**config.mk**
```make
export PLATFORM = sky130hd
export DESIGN_NAME = dac_dom_reg
export DESIGN_NICKNAME = d
export VERILOG_FILES = /design/src/rtl/dac_pkg.sv /design/src/rtl/dac_dom_reg.sv
export SDC_FILE = /design/constraint.sdc
export NUM_CORES = 1
export LEC_CHECK = 0
export BUFFER_PORTS_ARGS = -buffer_cell sky130_fd_sc_hd__clkbuf_2
export CAP_MARGIN = 20
export CORE_AREA = 2 2 73 75
export CTS_CLUSTER_SIZE = 10
export DETAILED_ROUTE_END_ITERATION = 12
export DIE_AREA = 0 0 75 77
export HOLD_SLACK_MARGIN = 0.08
export PLACE_DENSITY = 0.59
export SYNTH_ARGS = -nofsm -noshare
export SYNTH_HDL_FRONTEND = slang
export SYNTH_SLANG_ARGS = --single-unit
```
**constraint.sdc**
```tcl
create_clock -name clk -period 2.35 [get_ports clk]
set_input_delay 0.1175 -clock clk [delete_from_list [all_inputs] [get_ports clk]]
set_output_delay 0.1175 -clock clk [all_outputs]
set_load 0.05 [all_outputs]
```
**src/rtl/dac_pkg.sv**
```systemverilog
package dac_pkg;

  typedef enum logic [1:0] {
    DM_NONE   = 2'b00,
    DM_CLIENT = 2'b01,
    DM_RSVD   = 2'b10,
    DM_MGR    = 2'b11
  } dom_mode_e;

  typedef enum logic [1:0] {
    AK_READ  = 2'b00,
    AK_WRITE = 2'b01,
    AK_FETCH = 2'b10,
    AK_FETCH2 = 2'b11
  } acc_kind_e;

  localparam logic [1:0] AP_NONE = 2'b00;
  localparam logic [1:0] AP_RO   = 2'b01;
  localparam logic [1:0] AP_RW   = 2'b10;
  localparam logic [1:0] AP_RSVD = 2'b11;

endpackage

```
**src/rtl/dac_dom_reg.sv**
```systemverilog
module dac_dom_reg
  import dac_pkg::*;
#(
  parameter int NUM_DOM = 16,
  localparam int DOM_W = $clog2(NUM_DOM),
  localparam int DCR_W = 2 * NUM_DOM
) (
  input  logic             clk,
  input  logic             rst_n,
  input  logic             we,
  input  logic [DCR_W-1:0] wdata,
  output logic [DCR_W-1:0] rdata,
  input  logic [DOM_W-1:0] sel,
  output dom_mode_e        sel_mode
);
  logic [DCR_W-1:0] dcr_q;
  logic [DCR_W-1:0] dcr_d;
  logic [1:0]       mode_arr [NUM_DOM];

  always_comb begin
    dcr_d = dcr_q;
    if (we) dcr_d = wdata;
  end

  always_ff @(posedge clk or negedge rst_n) begin
    if (!rst_n) dcr_q <= '0;
    else        dcr_q <= dcr_d;
  end

  for (genvar g = 0; g < NUM_DOM; g++) begin : g_mode
    assign mode_arr[g] = dcr_q[2*g +: 2];
  end

  assign sel_mode = dom_mode_e'(mode_arr[sel]);
  assign rdata    = dcr_q;

  // a write shows up on the read port one cycle later
  assert_dcr_write_R2: assert property (@(posedge clk) disable iff (!rst_n)
    ($past(we) && $past(rst_n)) |-> (rdata == $past(wdata)));

  // without the enable the register holds
  assert_dcr_hold_R2: assert property (@(posedge clk) disable iff (!rst_n)
    !we |=> $stable(rdata));
endmodule

```
==> results of run 1 <==
==> stage by stage <==
step | total power, mW | hold WS [ps] | utilization, %
finish | 1.71 | 90.8 | 46.2
global route | 1.79 | 80.5 | 46.2
global placement | 1.11 | 219 | 37.4
floorplan | 0.984 | -178 | -
detailed placement | 1.12 | 236 | 37.4
CTS | 1.73 | 80.5 | 45.6
==> worst max-delay path by stage <==
stage / startpoint / endpoint / slack (ps) / cells past startpoint
after floorplan: rdata[6]$_DFFE_PN0P_ / sel_mode[0] / 570 / 3
after global placement: sel[0] / sel_mode[0] / 780 / 5
after detailed placement: sel[0] / sel_mode[0] / 760 / 5
after CTS: rdata[6]$_DFFE_PN0P_ / sel_mode[0] / 520 / 4
after global routing: rdata[6]$_DFFE_PN0P_ / sel_mode[0] / 450 / 4
final: rdata[6]$_DFFE_PN0P_ / sel_mode[0] / 520 / 4
==> layout by cell type (no fill, tap or decap), types with 2 or more instances in the layout <==
cell type / synthesis / final
mux2_1: 2 / 2
nand2_1: 2 / 2
nand3_1: 4 / 4
clkbuf_8: 0 / 7
dlygate4sd3_1: 0 / 31
mux4_1: 4 / 4
a22oi_1: 2 / 2
dfrtp_1: 32 / 32
mux4_2: 4 / 4
nor2b_1: 2 / 2
mux2_2: 30 / 30
clkbuf_2: 0 / 72
==> layer usage <==
layer	global-route usage, %	up-vias	wire, um
met5	0	-	0
met2	22.5	51	1940
met4	3.21	0	34
met3	6.83	4	340
met1	15.3	554	1410
li1	-	546	-
==> power groups by stage <==
stage	sequential, mW	clock [mW]	combinational, mW
2_1_floorplan	0.847	0	0.137
3_3_place_gp	0.663	0	0.449
3_5_place_dp	0.664	0	0.456
4_1_cts	0.653	0.578	0.494
5_1_grt	0.661	0.613	0.520
6_report	0.652	0.562	0.495
==> critical path, cell delays in order (launching register included) <==
cell	delay (ps)
dfrtp_1	400
mux4_2	480
a22oi_1	210
nand3_1	100
clkbuf_2	250
==> layout make-up <==
type	count	area [um2]
clock buffer	7	96.3
clock inverter	1	30.0
fill	466	2680
multi-input combinational	51	614
sequential	32	801
tap	70	87.6
timing repair buffer	103	671
==> cell families (layout without fill, tap and decap cells) <==
logic type / Yosys count / count (layout) / share of synthesized area, %
AO/OA/AOI/OAI: 2 / 2 / 1.04
AND/OR/NAND/NOR: 9 / 9 / 3.02
flip-flops: 32 / 32 / 55.3
multiplexers: 40 / 40 / 38.3
buffers and inverters: 6 / 111 / 2.33
==> timing repair <==
| action | 4_1_cts | 5_1_grt |
|---|---|---|
| hold endpoints to repair | 59 | 3 |
| setup endpoints to repair | 0 | 0 |
| hold buffers | 28 | 3 |
==> summary.txt, run 1 <==
CTS
  – CTS HTree Levels: 2
  – Root Driver: clkbuf_8
  – Maximum root-to-sink buffer count: 2
  – CTS Sinks: 32
  – Post-CTS setup buffer count: 0
  – Cts repair resizes: 0
  – Skew-Pair Late Insertion Delay: ~270 ps
  – Reg clk slew, reported paths: 60 ps
  – TritonCTS clock tree: yes
  – TritonCTS Buffers: 5

Floorplanning
  – I/O pin cnt: 73
  – DIE HEIGHT: slightly below 80 um
  – Die ar.: roughly 0.0058 mm2
  – Core area: 0.00498 mm2
  – Row count: 26
  – Die Wd: roughly 75 um
  – Initial Utilization: 29.1%

Synth
  – Count leader, synth: dfrtp_1
  – Post-synth EDFFs: 0
  – Ys async rst share: 100%
  – Post-synth top flop: dfrtp_1
  – Synth Instances: 89
  – Synth Net Count: between 100 and 150
  – Area contributors post-synth: dfrtp_1 55%, mux2_2 23%, mux4_1 7.3%
  – Number of synthesized register bits: 32
  – Sequential area share after synthesis: between 50% and 60%
  – Largest area contributor in the netlist: dfrtp_1
  – Synth top cells by count: 32 x dfrtp_1, 30 x mux2_2, 4 x mux4_1, 4 x mux4_2, 4 x nand3_1
  – Share of the synthesized area in the top cell type: a little under three fifths
  – Cell variety after synth: 13
  – Mean area per synthesized cell: approximately 16 um2
  – Post-Syn Area: approximately 0.0014 mm2
  – Syn. warnings: 0

Detailed routing
  – DRT iter0 DRCs: 19
  – Drt first pass iters: 4
  – Routed len/inst: between 10 and 15 um
  – Drt drc: 0
  – Vias per cell: about 4.4
  – Routed Antenna Nets: 0
  – Final wirelength: between 3 and 4 mm
  – Vias: around 1200

Pwr
  – Internal: about 1.2 mW
  – P_sw: 0.551 mW
  – Combinational share of power: approximately 29%
  – Pwr/cell area: 743 mW/mm2
  – Switching fraction of total power: between 30% and 40%
  – VDD IR max: 0.426 mV
  – Share of power burned in registers: between 30% and 40%
  – Leak Pwr: roughly 1.1 nW
  – Power share of the clock group: between 30% and 40%

Worst hold path
  – Hold path start: wdata[22]
  – Hold path depth: 2
  – HP Class: in2reg
  – Worst Hold Path EP: rdata[22]$_DFFE_PN0P_

Critical path
  – R2R cell count: 1
  – Critical path class: reg2out
  – Max FO, Critical Path: 3
  – Worst Path Required: ~2200 ps
  – Worst reg2reg path endpoint: rdata[0]$_DFFE_PN0P_
  – Internal reg-to-reg setup slack: 1550 ps
  – CP arrival: 1710 ps
  – CP endpoint kind: output port
  – CP startpoint kind: register
  – Reg-to-reg startpoint: rdata[0]$_DFFE_PN0P_

Layout
  – Share of layout cells above drive strength 1: between 50% and 60%
  – Max reg flops: 32
  – Fin nets: around 230
  – Area growth from synthesis to layout: 58.7%
  – Finished Layout Cells: approximately 260
  – Antenna diode count: 0
  – Final instance area: 0.00230 mm2

Place
  – Routability cong.: roughly 0.7
  – Placed Area: between 0.0015 and 0.002 mm2
  – # port buffers: a little over 70
  – Place WS: between 700 and 800 ps
  – Cells after DPL: roughly 230
  – HPWL after DPL: around 2.6 mm

Timing
  – RSZ-0062 raised after global routing: false
  – Setup-failing EPs final: 0
  – Setup ws final: ~520 ps
  – Final min period: about 1800 ps
  – Setup TNS: 0 ps
  – Final Hold Vio Count: 0
  – Max-slew violation count: 0
  – Fmax: 548 MHz
  – Slew HR: between 40 and 50%
  – Slew @ Worst Pin: between 700 and 800 ps
  – Final period utilization: ~78%
  – Final Skew: 0 ps

GRT
  – First-pass GRT wire length: 5.91 mm
  – Largest net degree at the start of global routing: 33
  – Total global routing overflow: 0
  – Vias in the first global route: roughly 1200
  – GRT Total Usage: between 10% and 20%
  – Initial antenna violation count: 0

Flow run
  – Maxcap violations: 0

Status
  – Status: completed
Note: power is estimated with default switching activity, not from simulation.
==> inputs of run 2 (changes only) <==
Settings changed: ABC_AREA set to 1, CORE_AREA 2 2 73 75 to 2 2 76 78, DIE_AREA 0 0 75 77 to 0 0 78 80, PLACE_DENSITY 0.59 to 0.6.
Clock period 2.35 ns to 1.5 ns, I/O delays scaled along.
==> run 2 against run 1 <==
Compared with the run above: via count increased by 39%; setup slack worse by 400 ps; clock-buffer cell count decreased by 1; clock power rose by 9.6%; die area increased by 8.1%; critical path depth up 3; final cell count is 44% higher; power is 38% higher; clock skew stayed put; highest routed layer unchanged.
==> summary.txt, run 2 <==
Critical path
  – Top cell by count, worst path: nand3_1
  – CP startpoint kind: register
  – Worst reg2reg path endpoint: rdata[15]$_DFFE_PN0P_
  – Slowest cell on the critical path: dfrtp_1
  – CP arrival: about 1300 ps
  – Reg-to-reg startpoint: rdata[15]$_DFFE_PN0P_
  – CP endpoint kind: output port
  – Internal reg-to-reg setup slack: between 800 and 900 ps
  – Worst Path Required: ~1400 ps
  – Max FO, Critical Path: 2
  – R2R cell count: 2
  – Critical path class: reg2out
  – CP Cell Sequence: inv_1 -> nand2_1 -> nand3_1 -> nand3_1 -> nand3_1 -> nand2_1 -> buf_4
  – Slowest stage delay, CP: approximately 380 ps

Synth
  – Synth Net Count: approximately 240
  – Sequential area share after synthesis: roughly half
  – Number of synthesized register bits: 32
  – Post-synth top flop: dfrtp_1
  – Syn. warnings: 0
  – Share of the synthesized area in the top cell type: 50.9%
  – Post-synth EDFFs: 0
  – Cell variety after synth: 11
  – Post-Syn Area: approximately 0.0016 mm2
  – Count leader, synth: nand2_1
  – Synth Instances: a little over 200
  – Area contributors post-synth: dfrtp_1 51%, nand2_1 15%, o21ai_0 10%
  – Largest area contributor in the netlist: dfrtp_1
  – Ys async rst share: 100%
  – Synth top cells by count: 62 x nand2_1, 35 x inv_1, 32 x dfrtp_1, 32 x o21ai_0, 28 x nand3_1
  – Mean area per synthesized cell: ~7.7 um2

Layout
  – Commonest non-fill, non-tap cell in the layout: clkbuf_2
  – Share of layout cells above drive strength 1: between 20% and 30%
  – Area growth from synthesis to layout: 51.8%
  – Finished Layout Cells: 380
  – Final instance area: around 0.0024 mm2
  – Max reg flops: 32
  – Fin nets: around 350
  – Most frequent cells in the layout: 70 x clkbuf_2, 62 x nand2_1, 34 x inv_1, 33 x dlygate4sd3_1
  – Antenna diode count: 0

Timing
  – Final period utilization: roughly nine tenths
  – Setup ws final: about 120 ps
  – Slew @ Worst Pin: ~420 ps
  – RSZ-0062 raised after global routing: false
  – Final Hold Vio Count: 0
  – Final min period: 1380 ps
  – Slew HR: roughly 72%
  – Fmax: approximately 730 MHz
  – Setup TNS: 0 ps
  – Setup-failing EPs final: 0
  – Max-slew violation count: 0
  – Final Skew: 0 ps

Worst hold path
  – Hold path depth: 4
  – HP Class: in2reg
  – Hold path start: we
  – Worst Hold Path EP: rdata[30]$_DFFE_PN0P_

Status
  – Status: completed

CTS
  – Reg clk slew, reported paths: approximately 60 ps
  – TritonCTS Buffers: 5
  – Maximum root-to-sink buffer count: 2
  – CTS Sinks: 32
  – Skew-Pair Late Insertion Delay: 280 ps
  – CTS HTree Levels: 2
  – TritonCTS clock tree: yes
  – Root Driver: clkbuf_8
  – Post-CTS setup buffer count: 0

GRT
  – Largest net degree at the start of global routing: 65
  – GRT Total Usage: roughly 15%
  – Vias in the first global route: roughly 1500
  – First-pass GRT wire length: roughly 7.0 mm
  – Total global routing overflow: 0
  – Initial antenna violation count: 0

Detailed routing
  – DRT iter0 DRCs: a little under 90
  – Routed len/inst: 11.2 um
  – Routed Antenna Nets: 0
  – Final wirelength: about 4.3 mm
  – Drt drc: 0
  – Vias per cell: 4.22
  – Drt first pass iters: 4
  – Vias: 1602

Pwr
  – Power share of the clock group: about a quarter
  – P_sw: between 0.8 and 0.9 mW
  – VDD IR max: a little under 0.5 mV
  – Share of power burned in registers: 41.6%
  – Switching fraction of total power: about 37%
  – Leak Pwr: 1.30 nW
  – Combinational share of power: between 30% and 40%
  – Internal: around 1.5 mW
  – Pwr/cell area: 986 mW/mm2

Floorplanning
  – Die ar.: approximately 0.0062 mm2
  – Die Wd: 78 um
  – I/O pin cnt: 73
  – Core area: around 0.0054 mm2
  – Initial Utilization: approximately 29%
  – DIE HEIGHT: about 80 um
  – Row count: 27

Place
  – Routability cong.: between 0.7 and 0.8
  – Place WS: around 220 ps
  – # port buffers: slightly above 70
  – Cells after DPL: 340
  – Placed Area: between 0.0015 and 0.002 mm2
  – HPWL after DPL: a little over 3 mm

Flow run
  – Maxcap violations: 0
==> run 2: cells by family (layout without fill, tap and decap cells) <==
logic type / after synthesis / count (layout) / synth area share [%]
DFF: 32 / 32 / 50.9
buffers and inverters: 47 / 150 / 13.7
and+or+nand+nor: 94 / 94 / 25.3
AOI/OAI and AO/OA: 32 / 32 / 10.2
==> run 2: repair_timing <==
action | CTS | global route
hold endpoints to repair | 64 | 0
endpoints found under the setup margin | 0 | 2
gates resized for setup | 0 | 7
hold buffers | 33 | 0
==> run 2: how the worst max path moves through the flow <==
| stage | from | end | slack [ps] | cells after the start |
|---|---|---|---|---|
| CTS | rdata[26]$_DFFE_PN0P_ | sel_mode[0] | 50 | 7 |
| finish | rdata[26]$_DFFE_PN0P_ | sel_mode[0] | 120 | 7 |
| global route | rdata[10]$_DFFE_PN0P_ | sel_mode[0] | 5 | 7 |
| detailed placement | sel[0] | sel_mode[0] | 220 | 8 |
| floorplan | rdata[0]$_DFFE_PN0P_ | sel_mode[0] | 90 | 6 |
| global placement | sel[0] | sel_mode[0] | 240 | 8 |
==> run 2: cell type report <==
type / instances / area (um2)
Clock inverter: 1 / 5.00
Multi-Input combinational cell: 126 / 558
Timing Repair Buffer: 107 / 723
Inverter: 36 / 140
Sequential cell: 32 / 801
Clock buffer: 6 / 72.6
Tap cell: 72 / 90.1
Fill cell: 576 / 3020
==> run 2: through the flow <==
| step | utilization [%] | hold slack [ps] | power [mW] |
|---|---|---|---|
| 2_1_floorplan | - | -221 | 1.49 |
| 3_3_place_gp | 36.6 | 130 | 1.69 |
| 3_5_place_dp | 36.6 | 127 | 1.69 |
| 4_1_cts | 44.1 | 263 | 2.39 |
| 5_1_grt | 44.2 | 279 | 2.51 |
| 6_report | 44.2 | 261 | 2.36 |
==> run 2: critical path, delay by kind of cell (launching register included) <==
kind,cells,cell delay (ps)
DFF,1,380
and+or+nand+nor,5,360
buffers and inverters,2,270
==> run 2: per-layer routing <==
metal	track usage [%]	vias to the layer above	part of all wire, %
met2	23.7	43	48
li1	-	837	-
met4	4.21	0	1.1
met1	18.4	716	46
met3	4.64	6	5.3
met5	0	-	0
==> run 2: power by group through the flow <==
stage	combinational, mW	sequential [mW]	clock [mW]
floorplan	0.218	1.27	0
global placement	0.693	0.997	0
detailed placement	0.698	0.997	0
CTS	0.766	0.980	0.646
global route	0.828	0.990	0.690
finish	0.760	0.981	0.616
==> inputs of run 3 (changes only) <==
Settings changed: ABC_AREA 1 to unset, CORE_AREA 2 2 76 78 to 2 2 73 75, DIE_AREA 0 0 78 80 to 0 0 75 77, PLACE_DENSITY 0.6 to 0.61.
==> run 3 against run 2 <==
Compared with the run above: the flow now finishes with violations (setup timing); combinational power up 17%; worst hold slack better by 39 ps; wire length down 5.7%; clock-buffer cell count up 2; final cell count down 26%; global-route usage up 0.62 points; non-clock buffer count up 12; largest power group unchanged.
==> summary.txt, run 3 (synthesis results as in run 1) <==
Layout
  – Area growth from synthesis to layout: 71.8%
  – Max reg flops: 32
  – Multi-input logic area: ~650 um2
  – Post-Route Utilization: around half
  – FF/Latch Area: approximately 820 um2
  – Most frequent cells in the layout: 70 x clkbuf_2, 33 x dlygate4sd3_1, 30 x mux2_2, 16 x dfrtp_2, 16 x dfrtp_1
  – Final instance area: roughly 0.0025 mm2
  – Fill cell count: roughly 430
  – Share of layout cells above drive strength 1: a little over two thirds
  – Fin nets: ~250
  – Commonest non-fill, non-tap cell in the layout: clkbuf_2
  – Antenna diode count: 0

Timing
  – Slew @ Worst Pin: 409 ps
  – Final min period: ~1700 ps
  – Final Skew: 0 ps
  – Max-slew violation count: 0
  – Fmax: around 580 MHz
  – RSZ-0062 raised after global routing: true
  – Final Hold Vio Count: 0
  – Setup ws final: -233 ps
  – Slew HR: 72.7%
  – Setup-failing EPs final: 2
  – Worst hold slack: 300 ps
  – Setup TNS: -449 ps
  – Final period utilization: 116%

Detailed routing
  – Drt drc: 0
  – Drt first pass iters: 2
  – Vias: 1242
  – Routed len/inst: 14.3 um
  – DRT iter0 DRCs: 12
  – Final wirelength: 4.02 mm
  – Routed Antenna Nets: 0
  – Vias per cell: 4.44

Status
  – Status: finished with violations
  – Failing checks: setup timing

CTS
  – CTS HTree Levels: 2
  – TritonCTS clock tree: yes
  – CTS Sinks: 32
  – Reg clk slew, reported paths: 70 ps
  – Maximum root-to-sink buffer count: 2
  – Skew-Pair Late Insertion Delay: 280 ps
  – TritonCTS Buffers: 5
  – Root Driver: clkbuf_8

Flow run
  – Maxcap violations: 0

GRT
  – Vias in the first global route: between 1000 and 1500
  – Total global routing overflow: 0
  – Initial antenna violation count: 0
  – Met2 Use GR: around a quarter
  – Met3 Usage GRT: a little under 6%
  – GRT Total Usage: between 10% and 20%
  – Largest net degree at the start of global routing: 33
  – Busiest grt layer: met2
  – Met1 Use GR: around 18%
  – First-pass GRT wire length: 6.58 mm

Critical path
  – Top delay family on crit path: multiplexers
  – CP endpoint kind: output port
  – Reg-to-reg startpoint: rdata[6]$_DFFE_PN0P_
  – Critical path class: reg2out
  – Slowest cell on the critical path: mux4_2
  – CP Cell Sequence: mux4_2 -> a22oi_2 -> nand3_4 -> buf_8
  – R2R cell count: 3
  – Worst reg2reg path endpoint: rdata[6]$_DFFE_PN0P_
  – Slowest stage delay, CP: slightly below 500 ps
  – Max FO, Critical Path: 2
  – Worst Path Required: around 1400 ps
  – WP depth: 4
  – Internal reg-to-reg setup slack: between 400 and 500 ps
  – CP startpoint kind: register
  – Crit path buffers/inverters: 1
  – CP arrival: between 1500 and 2000 ps

Floorplanning
  – Core area: approximately 0.005 mm2
  – I/O pin cnt: 73
  – Initial Utilization: 29.1%
  – DIE HEIGHT: just under 80 um
  – Row count: 26
  – Die ar.: 0.00578 mm2
  – Die Wd: 75 um

Place
  – Placed Area: between 0.002 and 0.0025 mm2
  – Routability cong.: about 0.75
  – HPWL after DPL: about 2.8 mm
  – # port buffers: 72

Worst hold path
  – Worst Hold Path EP: rdata[0]$_DFFE_PN0P_
  – Hold path start: we
  – Hold path depth: 3
  – HP Class: in2reg

Pwr
  – Pwr/cell area: between 1000 and 1500 mW/mm2
  – VDD IR max: slightly above 0.7 mV
  – Leak Pwr: 1.15 nW
==> run 3: changes by cell type in the layout (fill, tap and decap cells not counted), moves of 16 or more <==
cell / change
dfrtp_1: -16
nand3_1: -26
inv_1: -34
nand2_1: -60
o21ai_0: -32
dfrtp_2: +16
mux2_2: +30
==> run 3: metrics by stage <==
stage,instances,power (mW),setup slack (ps)
final,280,2.59,-233
after global routing,280,2.71,-310
after CTS,279,2.61,-283
after detailed placement,238,1.84,-9.40
after global placement,238,1.82,13.0
after floorplan,89,1.57,1.58
==> run 3: report_power, final <==
group / switching (mW) / internal [mW] / total (mW)
registers: 0.0620 / 0.958 / 1.02
logic: 0.533 / 0.356 / 0.890
clock network: 0.307 / 0.374 / 0.681
==> run 3: worst max-delay path by stage <==
| stage | start | slack, ps | to |
|---|---|---|---|
| 6_report | rdata[6]$_DFFE_PN0P_ | -230 | sel_mode[0] |
| 5_1_grt | rdata[6]$_DFFE_PN0P_ | -310 | sel_mode[0] |
| 4_1_cts | rdata[7]$_DFFE_PN0P_ | -280 | sel_mode[1] |
| 3_5_place_dp | rdata[6]$_DFFE_PN0P_ | -9 | sel_mode[0] |
| 3_3_place_gp | rdata[6]$_DFFE_PN0P_ | 10 | sel_mode[0] |
| 2_1_floorplan | rdata[6]$_DFFE_PN0P_ | 2 | sel_mode[0] |
==> run 3: layout make-up <==
type,instances,share of cell area (%)
Timing Repair Buffer,119,33.8
Sequential cell,32,33.0
Multi-Input combinational cell,51,26.1
Tap cell,70,3.52
Clock buffer,8,3.62
==> run 3: worst min-delay path: stages <==
cell	delay, ps
clkbuf_2	100
buf_12	200
mux2_1	160
==> run 3: timing repair <==
item / CTS / global route
pin swaps: 2 / 2
buffers inserted: 0 / 1
endpoints found under the hold margin: 64 / 0
hold buffers: 33 / 0
resized for setup: 4 / 2
setup endpoints to repair: 2 / 2
==> run 3: metal layers <==
layer / part of all wire [%] / vias up
li1: - / 577
met1: 38 / 603
met2: 52 / 52
met3: 8.0 / 10
met4: 2.1 / 0
met5: 0 / -
